**src/rtl/ddr_mon_pkg.sv**
```systemverilog
package ddr_mon_pkg;
  localparam int CMD_N  = 11;
  localparam int C_DESEL = 0;
  localparam int C_NOP   = 1;
  localparam int C_ACT   = 2;
  localparam int C_RD    = 3;
  localparam int C_WR    = 4;
  localparam int C_BST   = 5;
  localparam int C_PRE   = 6;
  localparam int C_AREF  = 7;
  localparam int C_SREF  = 8;
  localparam int C_LMR   = 9;
  localparam int C_ILL   = 10;

  localparam int BCNT_W = 2;

  // beats minus one for a burst-length code (BL/2 - 1)
  function automatic logic [BCNT_W-1:0] beats_m1(input logic [2:0] bl_code);
    case (bl_code)
      3'd2:    beats_m1 = 2'd1;
      3'd3:    beats_m1 = 2'd3;
      default: beats_m1 = 2'd0;
    endcase
  endfunction
endpackage

```
**src/rtl/ddr_cmd_decode.sv**
```systemverilog
module ddr_cmd_decode
  import ddr_mon_pkg::*;
(
  input  logic             cs_n,
  input  logic             ras_n,
  input  logic             cas_n,
  input  logic             we_n,
  input  logic             cke,
  output logic [CMD_N-1:0] cmd
);
  logic [2:0] strobes;
  assign strobes = {ras_n, cas_n, we_n};

  always_comb begin
    cmd = '0;
    if (!cke) begin
      if (!cs_n && strobes == 3'b001) cmd[C_SREF] = 1'b1;
      else                            cmd[C_ILL]  = 1'b1;
    end else if (cs_n) begin
      cmd[C_DESEL] = 1'b1;
    end else begin
      case (strobes)
        3'b111:  cmd[C_NOP]  = 1'b1;
        3'b011:  cmd[C_ACT]  = 1'b1;
        3'b101:  cmd[C_RD]   = 1'b1;
        3'b100:  cmd[C_WR]   = 1'b1;
        3'b110:  cmd[C_BST]  = 1'b1;
        3'b010:  cmd[C_PRE]  = 1'b1;
        3'b001:  cmd[C_AREF] = 1'b1;
        default: cmd[C_LMR]  = 1'b1;
      endcase
    end
  end
endmodule

```
**src/rtl/ddr_bank_tracker.sv**
```systemverilog
module ddr_bank_tracker #(
  parameter int BA_W  = 2,
  parameter int ROW_W = 13,
  localparam int NBANK = 1 << BA_W
) (
  input  logic                   clk,
  input  logic                   rst_n,
  input  logic                   act_en,
  input  logic [BA_W-1:0]        act_bank,
  input  logic [ROW_W-1:0]       act_row,
  input  logic                   close_one,
  input  logic [BA_W-1:0]        close_bank,
  input  logic                   close_all,
  input  logic                   ap_close,
  input  logic [BA_W-1:0]        ap_bank,
  output logic [NBANK-1:0]       bank_open,
  output logic [NBANK*ROW_W-1:0] open_row
);
  for (genvar g = 0; g < NBANK; g++) begin : g_bank
    logic             open_q, open_d;
    logic [ROW_W-1:0] row_q;
    logic             row_en, close_hit;

    always_comb begin
      row_en    = act_en && (act_bank == BA_W'(g));
      close_hit = close_all
               || (close_one && (close_bank == BA_W'(g)))
               || (ap_close  && (ap_bank    == BA_W'(g)));
      open_d = open_q;
      if (close_hit)   open_d = 1'b0;
      else if (row_en) open_d = 1'b1;
    end

    always_ff @(posedge clk or negedge rst_n) begin
      if (!rst_n) begin
        open_q <= 1'b0;
        row_q  <= '0;
      end else begin
        open_q <= open_d;
        if (row_en) row_q <= act_row;
      end
    end

    assign bank_open[g]                  = open_q;
    assign open_row[g*ROW_W +: ROW_W]    = row_q;

    assert_act_opens_R3: assert property (@(posedge clk) disable iff (!rst_n)
      (act_en && act_bank == BA_W'(g)) |=> (bank_open[g] && open_row[g*ROW_W +: ROW_W] == $past(act_row)));

    assert_close_all_R5: assert property (@(posedge clk) disable iff (!rst_n)
      close_all |=> !bank_open[g]);
  end
endmodule

```
**src/rtl/ddr_burst_tracker.sv**
```systemverilog
module ddr_burst_tracker
  import ddr_mon_pkg::*;
#(
  parameter int BA_W = 2
) (
  input  logic            clk,
  input  logic            rst_n,
  input  logic            start,
  input  logic            start_wr,
  input  logic            start_ap,
  input  logic [BA_W-1:0] start_bank,
  input  logic [2:0]      bl_code,
  input  logic            bst_ok,
  output logic            active,
  output logic            is_wr,
  output logic            autopre,
  output logic [BA_W-1:0] bank,
  output logic            ap_close
);
  logic              act_q, act_d, wr_q, wr_d, ap_q, ap_d;
  logic [BA_W-1:0]   bank_q, bank_d;
  logic [BCNT_W-1:0] cnt_q, cnt_d;
  logic              last_beat;

  assign last_beat = act_q && (cnt_q == '0);

  always_comb begin
    act_d  = act_q;
    wr_d   = wr_q;
    ap_d   = ap_q;
    bank_d = bank_q;
    cnt_d  = cnt_q;
    if (start) begin
      act_d  = 1'b1;
      wr_d   = start_wr;
      ap_d   = start_ap;
      bank_d = start_bank;
      cnt_d  = beats_m1(bl_code);
    end else if (act_q) begin
      if (bst_ok || last_beat) act_d = 1'b0;
      else                     cnt_d = cnt_q - 1'b1;
    end
  end

  always_ff @(posedge clk or negedge rst_n) begin
    if (!rst_n) begin
      act_q  <= 1'b0;
      wr_q   <= 1'b0;
      ap_q   <= 1'b0;
      bank_q <= '0;
      cnt_q  <= '0;
    end else begin
      act_q  <= act_d;
      wr_q   <= wr_d;
      ap_q   <= ap_d;
      bank_q <= bank_d;
      cnt_q  <= cnt_d;
    end
  end

  assign active   = act_q;
  assign is_wr    = wr_q;
  assign autopre  = ap_q;
  assign bank     = bank_q;
  assign ap_close = last_beat && ap_q && !start;

  assert_start_loads_R7: assert property (@(posedge clk) disable iff (!rst_n)
    start |=> (active && is_wr == $past(start_wr) && autopre == $past(start_ap)));

  assert_stop_ends_R9: assert property (@(posedge clk) disable iff (!rst_n)
    bst_ok |=> !active);
endmodule

```
**src/rtl/ddr_cmd_monitor.sv**
```systemverilog
module ddr_cmd_monitor
  import ddr_mon_pkg::*;
#(
  parameter int BA_W   = 2,
  parameter int ADDR_W = 13,
  parameter int AP_BIT = 10,
  localparam int NBANK = 1 << BA_W,
  localparam int ROW_W = ADDR_W
) (
  input  logic                   clk,
  input  logic                   rst_n,
  input  logic                   cs_n,
  input  logic                   ras_n,
  input  logic                   cas_n,
  input  logic                   we_n,
  input  logic                   cke,
  input  logic [BA_W-1:0]        ba,
  input  logic [ADDR_W-1:0]      addr,
  output logic [CMD_N-1:0]       cmd_onehot,
  output logic [NBANK-1:0]       bank_open,
  output logic [NBANK*ROW_W-1:0] open_row,
  output logic                   burst_active,
  output logic                   burst_is_write,
  output logic                   burst_autopre,
  output logic [ADDR_W-1:0]      mode_reg,
  output logic [ADDR_W-1:0]      ext_mode_reg,
  output logic                   err_illegal,
  output logic                   err_protocol,
  output logic                   err_burst_stop,
  output logic                   err_reserved
);
  logic [CMD_N-1:0] cmd;
  logic sel_open, is_rw, is_ref, act_ok, rw_ok, ap_busy;
  logic pre_one, pre_all, bst_ok, mr_wr, emr_wr, lmr_bad;
  logic ill_d, prot_d, bst_err_d;
  logic ap_close;
  logic [BA_W-1:0] burst_bank;
  logic [ADDR_W-1:0] mode_q, ext_q;
  logic ill_q, prot_q, bsterr_q, res_q;

  ddr_cmd_decode u_decode (
    .cs_n(cs_n), .ras_n(ras_n), .cas_n(cas_n), .we_n(we_n), .cke(cke), .cmd(cmd)
  );

  always_comb begin
    sel_open  = bank_open[ba];
    is_rw     = cmd[C_RD] | cmd[C_WR];
    is_ref    = cmd[C_AREF] | cmd[C_SREF];
    ap_busy   = burst_active && burst_autopre;
    act_ok    = cmd[C_ACT] && !sel_open;
    rw_ok     = is_rw && sel_open && !ap_busy;
    pre_one   = cmd[C_PRE] && !addr[AP_BIT];
    pre_all   = cmd[C_PRE] &&  addr[AP_BIT];
    bst_ok    = cmd[C_BST] && burst_active && !burst_is_write && !burst_autopre;
    mr_wr     = cmd[C_LMR] && (ba == BA_W'(0));
    emr_wr    = cmd[C_LMR] && (ba == BA_W'(1));
    lmr_bad   = cmd[C_LMR] && !mr_wr && !emr_wr;
    ill_d     = cmd[C_ILL];
    prot_d    = (cmd[C_ACT] && sel_open) || (is_rw && !rw_ok) || (is_ref && (|bank_open));
    bst_err_d = cmd[C_BST] && !bst_ok;
  end

  ddr_bank_tracker #(.BA_W(BA_W), .ROW_W(ROW_W)) u_banks (
    .clk(clk), .rst_n(rst_n),
    .act_en(act_ok), .act_bank(ba), .act_row(addr),
    .close_one(pre_one), .close_bank(ba), .close_all(pre_all),
    .ap_close(ap_close), .ap_bank(burst_bank),
    .bank_open(bank_open), .open_row(open_row)
  );

  ddr_burst_tracker #(.BA_W(BA_W)) u_burst (
    .clk(clk), .rst_n(rst_n),
    .start(rw_ok), .start_wr(cmd[C_WR]), .start_ap(addr[AP_BIT]), .start_bank(ba),
    .bl_code(mode_q[2:0]), .bst_ok(bst_ok),
    .active(burst_active), .is_wr(burst_is_write), .autopre(burst_autopre),
    .bank(burst_bank), .ap_close(ap_close)
  );

  always_ff @(posedge clk or negedge rst_n) begin
    if (!rst_n) begin
      mode_q   <= '0;
      ext_q    <= '0;
      ill_q    <= 1'b0;
      prot_q   <= 1'b0;
      bsterr_q <= 1'b0;
      res_q    <= 1'b0;
    end else begin
      if (mr_wr)  mode_q <= addr;
      if (emr_wr) ext_q  <= addr;
      ill_q    <= ill_d;
      prot_q   <= prot_d;
      bsterr_q <= bst_err_d;
      res_q    <= lmr_bad;
    end
  end

  assign cmd_onehot     = cmd;
  assign mode_reg       = mode_q;
  assign ext_mode_reg   = ext_q;
  assign err_illegal    = ill_q;
  assign err_protocol   = prot_q;
  assign err_burst_stop = bsterr_q;
  assign err_reserved   = res_q;

  assert_onehot_R1: assert property (@(posedge clk) disable iff (!rst_n)
    $countones(cmd_onehot) == 1);

  assert_idle_stable_R1: assert property (@(posedge clk) disable iff (!rst_n)
    ((cmd_onehot[C_NOP] || cmd_onehot[C_DESEL]) && !burst_active) |=> $stable(bank_open));

  assert_reserved_R11: assert property (@(posedge clk) disable iff (!rst_n)
    lmr_bad |=> (err_reserved && $stable(mode_reg) && $stable(ext_mode_reg)));

  assert_refresh_open_R10: assert property (@(posedge clk) disable iff (!rst_n)
    (is_ref && (|bank_open)) |=> err_protocol);

  assert_illegal_R2: assert property (@(posedge clk) disable iff (!rst_n)
    cmd_onehot[C_ILL] |=> (err_illegal && $stable(bank_open)));
endmodule

```
**config.mk**
```make
export PLATFORM = sky130hd
export DESIGN_NAME = ddr_cmd_monitor
export DESIGN_NICKNAME = d
export VERILOG_FILES = /design/src/rtl/ddr_mon_pkg.sv /design/src/rtl/ddr_cmd_decode.sv /design/src/rtl/ddr_bank_tracker.sv /design/src/rtl/ddr_burst_tracker.sv /design/src/rtl/ddr_cmd_monitor.sv
export SDC_FILE = /design/constraint.sdc
export NUM_CORES = 1
export LEC_CHECK = 0
export ABC_CLOCK_PERIOD_IN_PS = 1970
export BUFFER_PORTS_ARGS = -buffer_cell sky130_fd_sc_hd__buf_2
export CAP_MARGIN = 25
export CELL_PAD_IN_SITES_DETAIL_PLACEMENT = 1
export CELL_PAD_IN_SITES_GLOBAL_PLACEMENT = 1
export CORE_MARGIN = 4
export CORE_UTILIZATION = 39
export CTS_BUF_LIST = sky130_fd_sc_hd__clkbuf_2 sky130_fd_sc_hd__clkbuf_4 sky130_fd_sc_hd__clkbuf_8
export DETAILED_ROUTE_END_ITERATION = 10
export PLACE_DENSITY = 0.74
export SYNTH_ARGS = -nofsm -noshare
export SYNTH_HDL_FRONTEND = slang
export SYNTH_SLANG_ARGS = --single-unit
```
**constraint.sdc**
```tcl
create_clock -name clk -period 1.97 [get_ports clk]
set_input_delay 0.0985 -clock clk [delete_from_list [all_inputs] [get_ports clk]]
set_output_delay 0.0985 -clock clk [all_outputs]
set_load 0.02 [all_outputs]
```
==> Word level (Yosys, flattened, before mapping) <==
Index checks and enable logic that the tools add are counted.
{ "op_classes": {"add_sub_neg": 1, "multipliers": 0, "div": 0, "order_cmp": 1, "n_eq_ne": 16, "shifts": 0, "mux": 34, "bitwise": 2, "n_reduce_logical": 65} }
{ "ops": {"columns": ["operator", "count"], "rows": [
  ["$logic_and A1 B1 Y1", 33],
  ["$mux W1", 27],
  ["$eq A3 B2 Y1 const B", 4],
  ["$eq A3 B3 Y1 const B", 4],
  ["$logic_or A1 B1 Y1", 11],
  ["$logic_not A1 Y1", 10],
  ["$reduce_bool A2 Y1", 5],
  ["$eq A2 B2 Y1 const B", 4],
  ["$mux W8", 1],
  ["$mux W7", 1],
  ["$reduce_or A7 Y1", 1],
  ["$logic_not A2 Y1", 3],
  ["$mux W2", 3],
  ["$eq A2 B1 Y1 const B", 2],
  ["$pmux W2 S2", 1],
  ["$reduce_or A4 Y1", 1],
  ["$eq A3 B1 Y1 const B", 1],
  ["$lt A2 B3 Y1 const B", 1],
  ["$bmux W1 S2", 1],
  ["$ne A2 B1 Y1 const B", 1],
  ["$or A1 B1 Y1", 2],
  ["$reduce_and A2 Y1", 1],
  ["$sub A2 B1 Y2 const B", 1]
]} }
{ "word_totals": {"regBits": 93, "latch_bits": 0, "mem_bits_rw": 0, "rom_bits": 0, "inputBits": 22, "out_inout_bits": 100, "wordCells": 138, "memories": 0} }

==> Longest topological paths before layout <==
Gate-level depths: netlist (run 1).
{ "depth": {"depth_word": 12, "mapped_depth": 5, "ltp_nobuf": 5} }

==> Modules after synthesis <==
From an unflattened synthesis (run 1), not the netlist that was laid out.
{ "unflattened": {"hier_cells": 255, "area_unflattened_um2": 3822.4} }
{ "by_module_without_submodules": {"columns": ["mod", "instances", "cells_each", "area_each_um2", "seq_area_each_um2"], "rows": [
  ["ddr_bank_tracker", 1, 135, 2199.6, 1401.3],
  ["ddr_cmd_monitor", 1, 78, 1182.4, 750.7],
  ["ddr_burst_tracker", 1, 25, 334.1, 175.2],
  ["ddr_cmd_decode", 1, 17, 106.4, 0.0]
]} }

==> Least setup slack after synthesis (run 1) <==
No wires, ideal clock.
{ "synth_timing": {"path_type": "reg-to-reg", "from": "register u_banks.g_bank[3].open_q", "to": "register u_banks.g_bank[0].row_q[10]", "setup_ps": 125, "arrival_time_ps": 1872, "required_ps": 1845, "path_slack_ps": -27, "path_stages_with_launch": 5, "path_buffers": 1, "synth_period_minus_slack_ps": 1997, "cell_sequence": "dfrtp_1 > mux4_2 > nor4_4 > buf_6 > mux2_4"} }
{ "synth_between": {"elab_chain_len": 5} }
{ "synth_rtl": {"columns": ["item", "line", "source"], "rows": [
  ["start, declared", "ddr_bank_tracker.sv:20", "logic open_q, open_d;"],
  ["start signal, assigned", "ddr_bank_tracker.sv:39", "open_q <= open_d;"],
  ["$bmux W1 S2", "ddr_cmd_monitor.sv:46", "sel_open = bank_open[ba];"],
  ["$mux W1 (implied by the code)", "ddr_cmd_monitor.sv:46", null],
  ["$logic_not A1 Y1", "ddr_cmd_monitor.sv:50", "act_ok = cmd[C_ACT] && !sel_open;"],
  ["$logic_and A1 B1 Y1", "ddr_cmd_monitor.sv:50", null],
  ["$logic_and A1 B1 Y1", "ddr_bank_tracker.sv:25", "row_en = act_en && (act_bank == BA_W'(g));"],
  ["end signal, assigned", "ddr_bank_tracker.sv:40", "if (row_en) row_q <= act_row;"],
  ["end, declared", "ddr_bank_tracker.sv:21", "logic [ROW_W-1:0] row_q;"]
]} }
No other way between the ends. The select of a mux whose other input is x is not followed.
A chain may end at the register's enable or synchronous reset.

==> Final worst setup path (run 1) <==
{ "layout_timing": {"from": "register u_banks.g_bank[3].open_q", "to": "register u_banks.g_bank[1].row_q[8]"} }
{ "layout_between": {"elab_chain_len": 5} }
{ "layout_rtl": {"columns": ["item", "line"], "rows": [
  ["$bmux W1 S2", "ddr_cmd_monitor.sv:46"],
  ["$mux W1 (implied by the code)", "ddr_cmd_monitor.sv:46"],
  ["$logic_not A1 Y1", "ddr_cmd_monitor.sv:50"],
  ["$logic_and A1 B1 Y1", "ddr_cmd_monitor.sv:50"],
  ["$logic_and A1 B1 Y1", "ddr_bank_tracker.sv:25"],
  ["end signal, assigned", "ddr_bank_tracker.sv:40"],
  ["end, declared", "ddr_bank_tracker.sv:21"]
]} }
No other way between the ends. The select of a mux whose other input is x is not followed.

==> results of run 1 <==
metrics by stage:
| step | instance area [sq um] | hold WS [ps] |
|---|---|---|
| 5_1_grt | 5360 | 43.0 |
| 6_report | 5360 | 44.5 |
| 3_5_place_dp | 4990 | 105 |
| 4_1_cts | 5220 | 37.4 |
| 3_3_place_gp | 4990 | 95.3 |
| 2_1_floorplan | 4120 | -197 |
report_power, final:
group	leakage, uW	internal (uW)	switching (uW)	total, uW
Sequential	0.00123	2180	179	2360
Combinational	0.00146	584	717	1300
Clock	0.000102	615	723	1340
synthesized netlist by cell type:
cell type / count / area share
sky130_fd_sc_hd__and4_1: 1 / 0.0021
sky130_fd_sc_hd__dfrtp_1: 93 / 0.57
sky130_fd_sc_hd__mux2i_1: 1 / 0.0024
sky130_fd_sc_hd__a211oi_1: 1 / 0.0018
sky130_fd_sc_hd__mux2_4: 36 / 0.13
sky130_fd_sc_hd__or4b_2: 2 / 0.0049
sky130_fd_sc_hd__ha_1: 1 / 0.0030
sky130_fd_sc_hd__nor3b_1: 2 / 0.0036
sky130_fd_sc_hd__or2_2: 2 / 0.0030
sky130_fd_sc_hd__nand2b_1: 5 / 0.0076
sky130_fd_sc_hd__mux2_2: 45 / 0.12
sky130_fd_sc_hd__o221a_2: 4 / 0.011
sky130_fd_sc_hd__o21ai_0: 3 / 0.0036
sky130_fd_sc_hd__nor4b_1: 2 / 0.0043
sky130_fd_sc_hd__a31oi_1: 2 / 0.0030
sky130_fd_sc_hd__nor4_4: 6 / 0.031
sky130_fd_sc_hd__and4bb_2: 1 / 0.0030
sky130_fd_sc_hd__or3b_2: 1 / 0.0021
sky130_fd_sc_hd__clkbuf_1: 4 / 0.0036
sky130_fd_sc_hd__buf_2: 1 / 0.0012
sky130_fd_sc_hd__mux4_2: 1 / 0.0055
sky130_fd_sc_hd__nand2_1: 3 / 0.0027
sky130_fd_sc_hd__nand3_1: 2 / 0.0024
sky130_fd_sc_hd__and4b_1: 2 / 0.0049
sky130_fd_sc_hd__buf_4: 7 / 0.013
sky130_fd_sc_hd__a21oi_1: 4 / 0.0049
sky130_fd_sc_hd__buf_6: 5 / 0.014
sky130_fd_sc_hd__o2111a_1: 1 / 0.0027
sky130_fd_sc_hd__nor4_1: 2 / 0.0030
sky130_fd_sc_hd__a22oi_1: 2 / 0.0036
sky130_fd_sc_hd__and3_1: 1 / 0.0015
sky130_fd_sc_hd__or3b_1: 1 / 0.0021
sky130_fd_sc_hd__and2_1: 3 / 0.0046
sky130_fd_sc_hd__nor2_1: 8 / 0.0073
sky130_fd_sc_hd__a221o_1: 1 / 0.0024
sky130_fd_sc_hd__nor3_1: 2 / 0.0024
sky130_fd_sc_hd__nand3b_1: 3 / 0.0055
sky130_fd_sc_hd__inv_1: 7 / 0.0064
kinds of logic after synthesis:
group | share of synthesized area
buffers and inverters | 0.0377
AND/OR/NAND/NOR | 0.0982
flip-flops | 0.566
multiplexers | 0.262
AO/OA/AOI/OAI | 0.0331
adder cells (fa/ha/maj) | 0.00304
metal layers:
layer,vias to the layer above,GRT usage,wire length (um)
li1,1267,-,-
met4,0,0.0567,191
met5,-,0,0
met1,1452,0.228,4780
met3,17,0.0371,402
met2,70,0.323,5810
tightest hold or removal path: stages:
cell                     delay (ps)
sky130_fd_sc_hd__buf_2           80
sky130_fd_sc_hd__buf_4          130
sky130_fd_sc_hd__nor2_1          60
layout make-up:
cell class | instances | area (sq um)
Clock buffer | 10 | 131
Clock inverter | 6 | 71.3
Fill cell | 1089 | 4970
Inverter | 7 | 26.3
Multi-Input combinational cell | 151 | 1690
Sequential cell | 93 | 2330
Tap cell | 136 | 170
Timing Repair Buffer | 157 | 943
path summary, 6_finish.rpt:
path / start / to / slack, ps / depth (start not counted)
min in group asynchronous: rst_n / u_banks.g_bank[3].row_q[5] / 250 / 2
max reg2reg: u_banks.g_bank[3].open_q / u_banks.g_bank[1].row_q[8] / -70 / 6
max: u_banks.g_bank[3].open_q / u_banks.g_bank[1].row_q[8] / -70 / 6
max in group asynchronous: rst_n / u_banks.g_bank[0].row_q[1] / 1030 / 3
min reg2reg: ext_mode_reg[9] / ext_mode_reg[9] / 510 / 1
min: cke / err_illegal / 40 / 3
what timing repair did:
action,CTS,global route
gates resized for setup,4,19
setup buffers,1,6
setup endpoints to repair,39,29
hold buffers,1,0
pin swaps,4,1
hold endpoints to repair,34,0
==> summary by stage, run 1 <==
Place
The pre-CTS worst setup slack is -72.9 ps. The number of cells after detailed placement is approximately 540. Input and output buffers added on the ports amount to 121. Detailed placement ended at an HPWL of 8.18 mm. The weighted congestion at the end of routability-driven global placement is 0.791.

Final layout
The library cell used most frequently in the layout, excluding fill and tap cells, is sky130_fd_sc_hd__buf_2. In the layout the commonest cells are sky130_fd_sc_hd__buf_2, sky130_fd_sc_hd__dfrtp_1, sky130_fd_sc_hd__mux2_4, sky130_fd_sc_hd__mux2_2, sky130_fd_sc_hd__buf_4. The register with the most flip-flops in the layout has between 50 and 60 of them. Of the cells placed in the final design, the portion with a size suffix greater than 1 is 0.637. The number of nets in the finished design is 442. Compared with the post-synthesis result, the final layout area differs by 30.2%. 0 antenna diodes ended up in the layout.

The finished layout holds 560 standard cells, fillers aside. Once layout is complete, the utilization of the core stands at 0.519.

STA
In the final timing run, aggregate negative setup slack is -772 ps. The setup skew after layout is 7.79 ps. Measured against its own limit, the worst slew margin works out to 0.662. The final count of hold timing violations is 0.

In the finished design, the share of the clock period the worst path needs comes to 1.04. The slew at the pin with the worst max-slew slack is slightly above 500 ps. The final count of negative-setup-slack endpoints is 13. The smallest clock period supported by the final layout is computed as 2040 ps. Static timing analysis puts the maximum clock frequency at about 490 MHz.

The final-report max-slew violation count was 0. Setup repair after global routing could not meet its margin everywhere. In the post-route analysis, the smallest setup slack over all paths is -69.9 ps.

Logic synthesis
The number of nets handed over by synthesis was 291. A synthesized cell averages 15.4 sq um. The share of the Yosys chip area taken by registers is 0.566.

The synthesized instance count is between 200 and 300. After synthesis the netlist holds a flip-flop and latch count of 93. The number of unique standard cell types used by synthesis is 38. The area of the mapped netlist is 0.00412 sq mm.

The Yosys step of the flow raised 0 warnings.

Die
The initial utilization of the core area, before any placement, comes to 0.399. The die is ~110 um tall. After floorplanning, the core was divided into 37 placement rows. The die width is ~110 um. The die outline area is ~0.012 sq mm.

The area of the core is 0.0103 sq mm. 122 I/O pins were placed.

Global routing
The wire length of the first global-routing pass is 17.9 mm. Entering global routing, the biggest net connects 41 pins. Across every metal layer, demand over resource in global routing totals 0.184.

The via count of the first global-routing pass is 3,087. Global routing finished with a remaining overflow of 0. The number of antenna violations at the first check in global routing is 0.

Drt
The first TritonRoute pass finished after 4 iterations. Dividing the detail-routed via count by the number of cells gives 5.01. The number of nets with antenna violations after routing is 0.

The first routing iteration left between 100 and 150 violations. The total length of routed wires is 11.2 mm. Across all layers, the routed design uses approximately 2,800 vias.

In the routed design, unresolved DRC markers number 0. The routed wirelength normalized by instance count is 20.0 um.

Clock tree
For the worst-skew pair, the clock arrives at the later sink with an insertion delay of between 300 and 400 ps. TritonCTS built the clock tree. The count of clock tree sinks is 93.

The deepest level of the CTS H-tree is 3. The longest clock path from root to sink contains 2 buffers. The clock transition at the register clock pins on the worst setup and hold paths after CTS is around 100 ps. The number of clock buffers added by TritonCTS is 9.

In this run the clock root is driven by a sky130_fd_sc_hd__clkbuf_8.

Setup path
The data required time of the critical path is 2230 ps. The start-to-end type of the worst setup path is flip-flop to flip-flop. The biggest fanout along the worst timing path is 5. The dominant delay contributor by cell family on the critical path is multiplexers. For this design, the slowest cell found on the critical path is sky130_fd_sc_hd__mux4_2.

The worst setup path is captured at a flip-flop. The delay of the slowest cell on the worst path is about 540 ps. The worst setup path is launched from a flip-flop. The arrival time at the worst endpoint is 2300 ps. The buffers plus inverters on the worst setup path is 3. The critical path goes through mux4_2 -> buf_12 -> nor4_4 -> buf_4 -> buf_6 -> mux2_4.

Run status
The final reports fail on negative setup slack. The run finished, with violations left.

Flow run
The tool flagged a number of max-cap violations equal to 0.

Power and ir drop
IR analysis of the VDD net gives a maximum drop of 0.404 mV. The leakage power summed over all cells is 0.00280 uW. The total power draw is 5000 uW.

Power spread over the standard cell area amounts to ~930 mW/mm^2.

Hold path
The kind of path behind the tightest hold check is input pin to flip-flop.
(Power assumes the default switching activity.)
==> inputs of run 2 (changes only) <==
Settings changed: CELL_PAD_IN_SITES_GLOBAL_PLACEMENT 1 to 2, CORE_UTILIZATION 39 to 33, PLACE_DENSITY 0.74 to 0.75.
==> run 2 against run 1 <==
The flow now finishes without violations. Core utilization fell by 8.1 points. Sequential power barely moved. Clock power decreased by 9%. Global-route usage down 2.2 points. Sequential share of layout area rose by 0.43 points. Highest routed layer unchanged. Die area increased by 17%. Combinational power decreased by 3%. Fmax grew 4.4%.
==> summary by stage, run 2 (synthesis gave the netlist of run 1 again) <==
Setup path
The timing startpoint of the critical path is u_banks.g_bank[3].open_q. The start-to-end type of the worst setup path is flip-flop to flip-flop. The largest individual stage delay along the critical path comes from the cell sky130_fd_sc_hd__mux4_2. The biggest fanout along the worst timing path is 5. The largest single stage delay on the critical path is 610 ps. The data required time of the critical path is 2230 ps. For the worst setup path, the data arrival time is between 2000 and 2500 ps. Counting both buffers and inverters, the worst setup path holds a total of 1. The register-to-register setup slack is about 15 ps. Traced cell by cell, the critical path runs through mux4_2 -> nor4_4 -> buf_4 -> mux2_4. The endpoint kind of the worst setup timing path is a flip-flop. The dominant delay contributor by cell family on the critical path is multiplexers.

The worst reg2reg path startpoint is u_banks.g_bank[3].open_q. The critical path launch point type is a flip-flop.

Final layout
The net count of the finished layout is roughly 440. The library cells used most frequently in the layout, excluding fill and tap cells, are sky130_fd_sc_hd__buf_2, sky130_fd_sc_hd__dfrtp_1, sky130_fd_sc_hd__mux2_4, sky130_fd_sc_hd__mux2_2, sky130_fd_sc_hd__buf_4. In the final layout, the share of cells above drive strength 1 is 0.630. The area added between synthesis and finish is 28.9%. 0 antenna diodes ended up in the layout. The register with the most flip-flops in the layout has 52 of them. Leaving out fill and tap cells, the most frequent cell in the layout is sky130_fd_sc_hd__buf_2.

Die
The die height is 120 um. The initial utilization of the core area, before any placement, comes to 0.340. The top-level port count is 122. The floorplan step defined a die boundary enclosing 0.0143 sq mm.

The row count is 40. The die width is 120 um. The core region is 0.0121 sq mm.

Drt
Using the TritonRoute via totals, the vias-per-cell ratio works out to between 4 and 5. The overall via count from detail_route is 2,809. The first routing iteration left 97 violations.

The first detailed-routing pass ran for 4 iterations. The number of nets with antenna violations after routing is 0. Dividing the detail-routed wire length by the instance count gives 19.4 um. The post-detailed-route DRC marker count is 0.

The total length of routed wires is 11.4 mm.

Global routing
The wire length of the first global-routing pass is ~18 mm. The number of antenna violations at the first check in global routing is 0. Entering global routing, the biggest net connects 47 pins.

The via count of the first global-routing pass is just over 3,000. For this run, the total global-route usage over all layers was measured as 0.162. For this run the aggregate overflow at the end of global routing stands at 0.

Clock tree
The clock tree synthesis step divided the H-tree into 3 levels. TritonCTS created 9 clock buffers. The later pin in the worst-skew pair is clocked with a latency of roughly 370 ps. In this run the post-CTS setup repair buffer count came out at 0. The cell sitting at the root of the clock tree is a sky130_fd_sc_hd__clkbuf_8. The clock transition at the register clock pins on the worst setup and hold paths after CTS is about 100 ps. TritonCTS built the clock tree. In this run the deepest clock path goes through 2 buffers. Counting every sink on the clock net gives 93.

STA
Setup repair after global routing could not meet its margin everywhere. The summed negative setup slack over all endpoints is 0 ps. The slew at the pin with the worst max-slew slack is 488 ps. The final count of hold timing violations is 0. The highest clock rate is 512 MHz. Measured against its own limit, the worst slew margin works out to 0.670.

The final-report max-slew violation count came to 0. The fraction of the cycle the final worst path needs is 0.992. The setup skew after layout is 8.22 ps. Setup violations remaining at the end of the flow were counted as 0.

The clock period could shrink to 1950 ps.

Flow run
Max-cap violations in this run came to 0.

Place
The number of buffers added on ports is 121. The sum of net half-perimeters after detailed placement is 8.39 mm. At the end of routability-driven placement, the weighted congestion stood at 0.780.

Run status
The run finished with clean final reports.

Power and ir drop
IR analysis of the VDD net gives a maximum drop of 0.517 mV. For this design the ratio of total power to cell area is 912 mW/mm^2. Summing internal, switching and leakage power gives 4840 uW.

Summed over all cells, the static leakage comes to ~0.0027 uW.

Hold path
The kind of path behind the tightest hold check is input pin to flip-flop. The startpoint of the most critical hold path is addr[9].
## run 2: cell count changes in the layout (fill, tap and decap cells not counted), sizes merged
cell | before | now
buf | 156 | 150
bufinv | 1 | 0
clkbuf | 10 | 9
clkinv | 2 | 4
clkinvlp | 1 | 0
dlygate4sd3 | 1 | 2
inv | 9 | 10
## run 2: layout make-up
class / instances / area [sq um]
Clock buffer: 9 / 124
Clock inverter: 7 / 56.3
Fill cell: 1300 / 6810
Inverter: 7 / 26.3
Multi-Input combinational cell: 151 / 1670
Sequential cell: 93 / 2330
Tap cell: 168 / 210
Timing Repair Buffer: 152 / 893
## run 2: worst paths after layout
path	cells after the start	end
max	4	u_banks.g_bank[3].row_q[10]
min	2	u_banks.g_bank[2].row_q[9]
max reg2reg	4	u_banks.g_bank[3].row_q[10]
min reg2reg	1	ext_mode_reg[0]
max in group asynchronous	3	u_banks.g_bank[0].row_q[7]
min in group asynchronous	2	u_banks.g_bank[2].row_q[9]
## run 2: timing repair
item / in CTS / in global routing
endpoints found under the hold margin: 43 / 0
hold buffers: 2 / 0
cloned: 0 / 1
setup endpoints to repair: 42 / 48
pin swaps: 2 / 2
resized for setup: 4 / 13
## run 2: layer usage
layer	wire length, um	vias to the layer above	global-route usage
met3	615	10	0.0452
met1	4850	1480	0.207
met4	136	0	0.0458
met5	0	-	0
met2	5820	63	0.269
li1	-	1256	-
## run 2: power breakdown
part | switching, uW | internal, uW | total, uW
clock | 746 | 477 | 1220
sequential | 178 | 2180 | 2360
combinational | 710 | 548 | 1260
total | 1630 | 3200 | 4840
## run 2: per-stage QoR
step	instance area [sq um]	setup WS [ps]	instances	util	hold slack [ps]
6_report	5300	15.3	587	0.438	38.6
5_1_grt	5300	-50.2	587	0.438	26.1
4_1_cts	5260	-24.4	586	0.434	18.8
3_5_place_dp	5040	-58.4	568	0.416	37.7
3_3_place_gp	5040	-3.55	568	0.416	32.2
2_1_floorplan	4120	-27.0	268	-	-197
